[config.mk]
export PLATFORM = sky130hd
export DESIGN_NAME = uart_txf_top
export DESIGN_NICKNAME = d
export VERILOG_FILES = /design/src/rtl/uart_txf_pkg.sv /design/src/rtl/txf_parity.sv /design/src/rtl/txf_seq.sv /design/src/rtl/txf_regwin.sv /design/src/rtl/uart_txf_top.sv
export SDC_FILE = /design/constraint.sdc
export NUM_CORES = 1
export LEC_CHECK = 0
export BUFFER_PORTS_ARGS = -buffer_cell sky130_fd_sc_hd__buf_4
export CORE_UTILIZATION = 30
export CTS_CLUSTER_DIAMETER = 30
export DETAILED_ROUTE_END_ITERATION = 7
export PLACE_DENSITY = 0.56
export SYNTH_ARGS = -nofsm -noshare
export SYNTH_HDL_FRONTEND = slang
export SYNTH_SLANG_ARGS = --single-unit
[constraint.sdc]
create_clock -name clk -period 2.46 [get_ports clk]
set_clock_uncertainty 0.2 [all_clocks]
set_input_delay 0.492 -clock clk [delete_from_list [all_inputs] [get_ports clk]]
set_output_delay 0.492 -clock clk [all_outputs]
set_load 0.03 [all_outputs]
[src/rtl/uart_txf_pkg.sv]
package uart_txf_pkg;

  typedef enum logic [2:0] {
    ST_IDLE,
    ST_START,
    ST_DATA,
    ST_PAR,
    ST_STOP
  } txf_state_e;

  typedef struct packed {
    logic       win_div;
    logic       brk;
    logic       force_par;
    logic       par_even;
    logic       par_en;
    logic       long_stop;
    logic [1:0] wlen;
  } line_ctl_t;

endpackage

[src/rtl/txf_parity.sv]
module txf_parity #(
  parameter int DATA_W = 8
) (
  input  logic [DATA_W-1:0] data_i,
  input  logic [1:0]        wlen_i,
  input  logic              par_even_i,
  input  logic              force_par_i,
  output logic              pbit_o
);
  logic [DATA_W-1:0] masked;
  logic              ones_odd;

  always_comb begin
    for (int i = 0; i < DATA_W; i++) begin
      masked[i] = data_i[i] & (i < 5 + int'(wlen_i));
    end
    ones_odd = ^masked;
    if (force_par_i) pbit_o = ~par_even_i;
    else if (par_even_i) pbit_o = ones_odd;
    else pbit_o = ~ones_odd;
  end
endmodule

[src/rtl/txf_seq.sv]
module txf_seq
  import uart_txf_pkg::*;
#(
  parameter int DATA_W = 8,
  parameter int OVS    = 16
) (
  input  logic              clk,
  input  logic              rst_n,
  input  logic              baud_tick,
  input  logic              in_valid,
  output logic              in_ready,
  input  logic [DATA_W-1:0] in_data,
  input  logic [1:0]        wlen_i,
  input  logic              long_stop_i,
  input  logic              par_en_i,
  input  logic              pbit_i,
  output logic              line_o
);
  localparam int CNT_W = $clog2(2 * OVS);
  localparam int BIT_W = $clog2(DATA_W);
  localparam logic [CNT_W-1:0] BIT_LAST  = CNT_W'(OVS - 1);
  localparam logic [CNT_W-1:0] TWO_LAST  = CNT_W'(2 * OVS - 1);
  localparam logic [CNT_W-1:0] HALF_LAST = CNT_W'(OVS + OVS / 2 - 1);

  txf_state_e        state;
  logic [CNT_W-1:0]  tick_cnt;
  logic [BIT_W-1:0]  bit_idx;
  logic [DATA_W-1:0] shreg;
  logic [1:0]        cfg_wlen;
  logic              cfg_stop;
  logic              cfg_pen;
  logic              par_q;
  logic              line_q;
  logic [CNT_W-1:0]  seg_last;
  logic [BIT_W-1:0]  last_idx;

  assign in_ready = (state == ST_IDLE);
  assign line_o   = line_q;
  assign last_idx = BIT_W'(4) + BIT_W'(cfg_wlen);

  always_comb begin
    seg_last = BIT_LAST;
    if (state == ST_STOP && cfg_stop) begin
      seg_last = (cfg_wlen == 2'b00) ? HALF_LAST : TWO_LAST;
    end
  end

  always_ff @(posedge clk or negedge rst_n) begin
    if (!rst_n) begin
      state    <= ST_IDLE;
      tick_cnt <= '0;
      bit_idx  <= '0;
      shreg    <= '0;
      cfg_wlen <= '0;
      cfg_stop <= 1'b0;
      cfg_pen  <= 1'b0;
      par_q    <= 1'b0;
      line_q   <= 1'b1;
    end else if (state == ST_IDLE) begin
      line_q <= 1'b1;
      if (in_valid) begin
        shreg    <= in_data;
        cfg_wlen <= wlen_i;
        cfg_stop <= long_stop_i;
        cfg_pen  <= par_en_i;
        par_q    <= pbit_i;
        tick_cnt <= '0;
        bit_idx  <= '0;
        line_q   <= 1'b0;
        state    <= ST_START;
      end
    end else if (baud_tick) begin
      if (tick_cnt != seg_last) begin
        tick_cnt <= tick_cnt + 1'b1;
      end else begin
        tick_cnt <= '0;
        case (state)
          ST_START: begin
            line_q <= shreg[0];
            state  <= ST_DATA;
          end
          ST_DATA: begin
            if (bit_idx == last_idx) begin
              line_q <= cfg_pen ? par_q : 1'b1;
              state  <= cfg_pen ? ST_PAR : ST_STOP;
            end else begin
              shreg   <= shreg >> 1;
              line_q  <= shreg[1];
              bit_idx <= bit_idx + 1'b1;
            end
          end
          ST_PAR: begin
            line_q <= 1'b1;
            state  <= ST_STOP;
          end
          default: begin
            line_q <= 1'b1;
            state  <= ST_IDLE;
          end
        endcase
      end
    end
  end

  p_start_low_r3: assert property (@(posedge clk) disable iff (!rst_n)
    (in_valid && in_ready) |=> (!line_o && !in_ready));
  p_idle_high_r1: assert property (@(posedge clk) disable iff (!rst_n)
    (state == ST_IDLE) |-> line_q);
  p_tick_only_r4: assert property (@(posedge clk) disable iff (!rst_n)
    (state != ST_IDLE && !baud_tick) |=> $stable(tick_cnt));
  p_bit_window_r10: assert property (@(posedge clk) disable iff (!rst_n)
    (state != ST_STOP) |-> (tick_cnt < CNT_W'(OVS)));
  p_cfg_held_r12: assert property (@(posedge clk) disable iff (!rst_n)
    (!in_ready && $past(!in_ready)) |-> $stable({cfg_wlen, cfg_stop, cfg_pen, par_q}));
endmodule

[src/rtl/txf_regwin.sv]
module txf_regwin #(
  parameter int NREG   = 3,
  parameter int ADDR_W = 3
) (
  input  logic              clk,
  input  logic              rst_n,
  input  logic              en_i,
  input  logic [ADDR_W-1:0] addr_i,
  input  logic              div_win_i,
  output logic [NREG-1:0]   dsel_o,
  output logic [NREG-1:0]   vsel_o
);
  for (genvar g = 0; g < NREG; g++) begin : g_win
    logic hit;
    assign hit       = en_i && (addr_i == ADDR_W'(g));
    assign dsel_o[g] = hit && !div_win_i;
    assign vsel_o[g] = hit && div_win_i;
  end

  p_one_window_r13: assert property (@(posedge clk) disable iff (!rst_n)
    $onehot0({vsel_o, dsel_o}));
  p_no_access_r1: assert property (@(posedge clk) disable iff (!rst_n)
    !en_i |-> ({vsel_o, dsel_o} == '0));
endmodule

[src/rtl/uart_txf_top.sv]
module uart_txf_top
  import uart_txf_pkg::*;
#(
  parameter int DATA_W = 8,
  parameter int OVS    = 16,
  parameter int NREG   = 3,
  parameter int ADDR_W = 3
) (
  input  logic              clk,
  input  logic              rst_n,
  input  logic [7:0]        lcr_i,
  input  logic              baud_tick_i,
  input  logic              s_valid,
  output logic              s_ready,
  input  logic [DATA_W-1:0] s_data,
  input  logic              reg_en_i,
  input  logic [ADDR_W-1:0] reg_addr_i,
  output logic              txd_o,
  output logic [NREG-1:0]   dsel_o,
  output logic [NREG-1:0]   vsel_o
);
  line_ctl_t ctl;
  logic      pbit;
  logic      frame_line;

  assign ctl = line_ctl_t'(lcr_i);

  txf_parity #(.DATA_W(DATA_W)) u_par (
    .data_i      (s_data),
    .wlen_i      (ctl.wlen),
    .par_even_i  (ctl.par_even),
    .force_par_i (ctl.force_par),
    .pbit_o      (pbit)
  );

  txf_seq #(.DATA_W(DATA_W), .OVS(OVS)) u_seq (
    .clk         (clk),
    .rst_n       (rst_n),
    .baud_tick   (baud_tick_i),
    .in_valid    (s_valid),
    .in_ready    (s_ready),
    .in_data     (s_data),
    .wlen_i      (ctl.wlen),
    .long_stop_i (ctl.long_stop),
    .par_en_i    (ctl.par_en),
    .pbit_i      (pbit),
    .line_o      (frame_line)
  );

  txf_regwin #(.NREG(NREG), .ADDR_W(ADDR_W)) u_win (
    .clk       (clk),
    .rst_n     (rst_n),
    .en_i      (reg_en_i),
    .addr_i    (reg_addr_i),
    .div_win_i (ctl.win_div),
    .dsel_o    (dsel_o),
    .vsel_o    (vsel_o)
  );

  assign txd_o = frame_line & ~ctl.brk;

  p_idle_line_r1: assert property (@(posedge clk) disable iff (!rst_n)
    (s_ready && !ctl.brk && $past(s_ready)) |-> txd_o);
endmodule

# [Word-level counts from Yosys, hierarchy flattened]
# Index checks and enable logic that the tools add are counted.
[totals] output_inout_bits=8 register_bits=25 in_bits=24 elab_cells=101
[classes] addsub=4 bitwise_logic=12 mux=34 n_lt_le_gt_ge=8 n_reduce_logical=22 eq_ne=12
[ops] op="4-bit by 32-bit less-than comparator with 1-bit output (first input constant)" n=4
[ops] op="3-bit by 32-bit less-than comparator with 1-bit output (first input constant)" n=2
[ops] op="8-bit 2-to-1 mux" n=6
[ops] op="3-bit 2-to-1 mux" n=12
[ops] op="2-bit by 32-bit less-than comparator with 1-bit output (first input constant)" n=1
[ops] op="5-bit 2-to-1 mux" n=5
[ops] op="1-bit logical AND" n=10
[ops] op="1-bit bitwise AND" n=9
[ops] op="3-bit by 2-bit == test with 1-bit output (second input constant)" n=3
[ops] op="3-bit case mux with 3 select lines" n=1
[ops] op="1-bit 2-to-1 mux" n=8
[ops] op="8-bit XOR reduction" n=1
[ops] op="3-bit by 1-bit == test with 1-bit output (second input constant)" n=2
[ops] op="3-bit logical NOT" n=2
[ops] op="2-bit inequality test (second input constant)" n=3
[ops] op="2-bit AND reduction" n=3
[ops] op="5-bit by 1-bit adder with 5-bit output (second input constant)" n=1
[ops] op="5-bit inequality test" n=1
[ops] op="5-bit AND reduction" n=1
[ops] op="3-bit by 2-bit adder with 4-bit output (first input constant)" n=1
[ops] op="1-bit by 4-bit less-than comparator with 1-bit output (first input constant)" n=1
[ops] op="4-bit 2-to-1 mux" n=1
[ops] op="4-bit AND reduction" n=1
[ops] op="2-bit nonzero test" n=2
[ops] op="9 further kinds" n=11

# [Logic depth before layout (Yosys ltp)]
[depth] depth_word=7 mapped_depth=7 mapped_depth_nobuf=6

# [Hierarchy]
# A second synthesis with hierarchy kept.
[unflattened] hier_cells=160 area_unflattened_um2=1707.9
[modules_own_cells] mod="txf_seq" area_each_um2=1482.7 instances=1 seq_area_each_um2=626.9 cells_per_inst=135
[modules_own_cells] mod="txf_parity" area_each_um2=133.9 instances=1 seq_area_each_um2=0.0 cells_per_inst=13
[modules_own_cells] mod="txf_regwin" area_each_um2=77.6 instances=1 seq_area_each_um2=0.0 cells_per_inst=11
[modules_own_cells] mod="uart_txf_top" area_each_um2=13.8 instances=1 seq_area_each_um2=0.0 cells_per_inst=1

# [Worst setup path before layout]
# No wires, ideal clock.
[synth_timing] path_type="input -> output" start="input lcr_i[7]" end="output dsel_o[1]" arrival_ns=1.681 path_slack_ns=0.087 required_time_ns=1.768 n_path_buf=0 cell_stages=2 path_cell_list="nand2b_1 > nor4b_1"
[synth_between] elab_chain_cells=2
[synth_lines] element="start, declared" line="uart_txf_top.sv:11" text="input logic [7:0] lcr_i,"
[synth_lines] element="1-bit logical NOT" line="txf_regwin.sv:16" text="assign dsel_o[g] = hit && !div_win_i;"
[synth_lines] element="1-bit logical AND" line="txf_regwin.sv:16"
[synth_lines] element="end, declared" line="uart_txf_top.sv:19" text="output logic [NREG-1:0] dsel_o,"
# No other way between the ends.

# [Worst setup path after layout]
[layout_timing] start="register u_seq.state[1]" end="output s_ready"
[layout_between] elab_chain_cells=1
[layout_lines] element="start, declared" line="txf_seq.sv:25" text="txf_state_e state;"
[layout_lines] element="start signal, assigned" line="txf_seq.sv:85" text="state <= cfg_pen ? ST_PAR : ST_STOP;"
[layout_lines] element="3-bit logical NOT" line="txf_seq.sv:37" text="assign in_ready = (state == ST_IDLE);"
[layout_lines] element="end, declared" line="uart_txf_top.sv:14" text="output logic s_ready,"
# No other way between the ends.

==> impl_metrics.yaml <==
outcome:
  outcome: "finished, final reports clean"
floorplan:
  chipHeight_um: 74.1
  dieArea_um2: 5480
  start_util: 0.321
  ioPinCount: 32
  row_count: 25
  die_w_um: 74.1
  core_um2: 4850
setup_path:
  slowest_delay_ns: 0.42
  required_ns: 1.77
  endpoint_kind: "primary output"
  worstPathCellList: "buf_4 -> or3_1 -> inv_1 -> buf_4"
  cp.arrival_ns: 1.65
  startpoint_type: "flop"
  slowest_stage: "or3_1"
  path_class: "reg2out"
  crit_top_cell: "buf_4"
  reg2reg_depth: 5
  cp_max_fo: 7
yosys:
  yosysSeqAreaShare: 0.402
  yosysMostFrequentCell: "nand2_1"
  synthesis.nets: 188
  synthTopCellsByCount: "nand2_1, dfrtp_1, nand3_1, mux2_2, nor2_1"
  synth_top_family_by_area: "simple AND/OR/NAND/NOR gates"
  ys_ff_latch: 25
  synth-simple-area-share: 0.231
  synth_compound_area_frac: 0.163
  post_synth.cell_area_avg_um2: 9.62
  synthArstFlopShare: 1.00
  synth_top_area_frac: 0.386
  synth_area_leaders: "dfrtp_1, nand2_1, mux2_2"
  yosysTopAreaCell: "dfrtp_1"
  yosys_warnings: 0
  ys_types: 48
  synth_mux_area_frac: 0.120
  synth-xor-area-share: 0.0426
  synthCells: 162
  synthFlopType: "dfrtp_1"
  syn-cell-area_um2: 1560
  synth_enable_flop_cells: 0
  synth_fa_ha_area_frac: 0.0161
sta:
  relSlewSlack: 0.729
  min_period_ns: 2.34
  final-hold-violation-count: 0
  timing.fmax_mhz: 427
  fin_setup_tns_ns: 0
  slew_viol_final: 0
  finalSetupViolCount: 0
  worst_slew_pin_slew_ns: 0.404
  finalWorstSetupSlack_ns: 0.117
  rsz0062_at_grt: "no"
  post-route-period-util: 0.953
power:
  fin_total_pwr_uw: 1930
  power_density_nw_per_um2: 985
  ir_drop_mv: 0.342
  p_leak_uw: 0.000900
route:
  wl_um: 3370
  drc: 0
  firstDrtPassIters: 4
  postRouteAntennaNets: 0
  routedWlPerCell_um: 12.6
  drt_iter0_drc: 79
  drt-vias-per-instance: 4.87
  vias: 1299
layout:
  final_nets: 227
  diodes: 0
  final_cell_area_um2: 1960
  syn_to_final_growth_pct: 25.9
  drive_gt1_frac: 0.290
clocking:
  cts.sinks: 25
  postCtsSetupRepairBufs: 0
  postCtsResizedCells: 0
  cts_tree: "built"
  htree_num_levels: 1
  root_buffer: "clkbuf_8"
  clock_latency_ns: 0.27
  clkTransAtPathRegs_ns: 0.09
  clockBufferDepth: 2
  cts_buffers: 3
placed_design:
  portBuffers: 31
  dp_hpwl_um: 2560
  gp_congestion: 0.795
  place_worst_setup_slack_ns: 0.175
  place_area_um2: 1910
grt:
  grt_start_max_net_pins: 26
  grt_pass1_vias: 1202
  grt_util_all_layers: 0.136
  grt_overflow: 0
  grt_pass1_wl_um: 5630
  grt_antenna_before_repair: 0
hold_path:
  min_path_type: "in2reg"
  holdPathStages: 2
flow_run:
  max_cap_violations: 0
==> per-stage QoR <==
stage | instances | hold slack, ns | utilization
5_1_grt | 267 | 0.243 | 0.405
3_5_place_dp | 262 | 0.222 | 0.393
4_1_cts | 267 | 0.249 | 0.405
2_1_floorplan | 162 | -0.00359 | -
6_report | 267 | 0.250 | 0.405
3_3_place_gp | 262 | 0.219 | 0.393
==> power breakdown <==
group          switching (µW)  total, µW  leakage [µW]  internal (µW)
sequential                153        748      0.000310            594
clock                     133        249     0.0000228            116
combinational             472        936      0.000568            464
==> repair_timing <==
| item | 4_1_cts | 5_1_grt |
|---|---|---|
| hold buffers | 1 | 0 |
| endpoints found under the setup margin | 0 | 0 |
| endpoints found under the hold margin | 24 | 0 |
==> final timing paths <==
path,from,endpoint,slack [ns]
worst max-delay path,u_seq.state[1],s_ready,0.12
worst min-delay path,lcr_i[3],u_seq.cfg_pen,0.25
worst max register to register,u_seq.state[0],u_seq.shreg[0],0.17
worst min register to register,u_seq.par_q,u_seq.par_q,0.28
max in group asynchronous,rst_n,u_seq.line_o,1.31
min in group asynchronous,rst_n,u_seq.shreg[4],0.45
==> registers in the layout, summed over array words and instances, names as in the netlist <==
| register | count |
|---|---|
| u_seq.bit_idx | 3 |
| u_seq.cfg_pen | 1 |
| u_seq.cfg_stop | 1 |
| u_seq.cfg_wlen | 2 |
| u_seq.line_o | 1 |
| u_seq.par_q | 1 |
| u_seq.shreg | 8 |
| u_seq.state | 3 |
| u_seq.tick_cnt | 5 |
==> cells in the final DEF (no fill, tap or decap), types with 2 or more instances in the layout <==
| master | instances |
|---|---|
| buf_4 | 38 |
| nand2_1 | 28 |
| dfrtp_1 | 24 |
| nand3_1 | 9 |
| nor2_1 | 8 |
| mux2_2 | 8 |
| inv_1 | 5 |
| a21o_1 | 5 |
| mux2_1 | 5 |
| a21oi_1 | 5 |
| nand2b_1 | 4 |
| nor4_1 | 4 |
| o211ai_1 | 4 |
| xnor2_1 | 4 |
| mux2i_1 | 4 |
| or3_1 | 3 |
| clkbuf_8 | 3 |
| nor4b_1 | 2 |
| a211oi_1 | 2 |
| a31oi_1 | 2 |
| or2_2 | 2 |
| o21ai_1 | 2 |
| a31o_1 | 2 |
| ha_1 | 2 |
==> final cells by class <==
class	count	area [µm²]
timing repair buffer	39	295
inverter	5	18.8
fill	478	2890
clock buffer	4	45.0
multi-input combinational	127	892
sequential	25	627
tap	67	83.8
==> cell families after synthesis <==
family	Yosys count
mux	17
simple gates	69
fa+ha+maj	2
flops	25
buf+inv	10
compound gates	33
xor+xnor	6
==> worst max-delay path: cells and delay by family, from the launching register on <==
kind,cells,cell delay [ns]
AND/OR/NAND/NOR,1,0.42
flip-flops,1,0.41
buffers and inverters,3,0.55
==> routing by layer <==
| layer | track usage | vias to the layer above | part of all wire |
|---|---|---|---|
| met3 | 0.0203 | 4 | 0.034 |
| met4 | 0.0449 | 0 | 0.0086 |
| met5 | 0 | - | 0 |
| met1 | 0.194 | 596 | 0.51 |
| met2 | 0.210 | 31 | 0.45 |
| li1 | - | 668 | - |
Note: power is estimated with default switching activity, not from simulation.
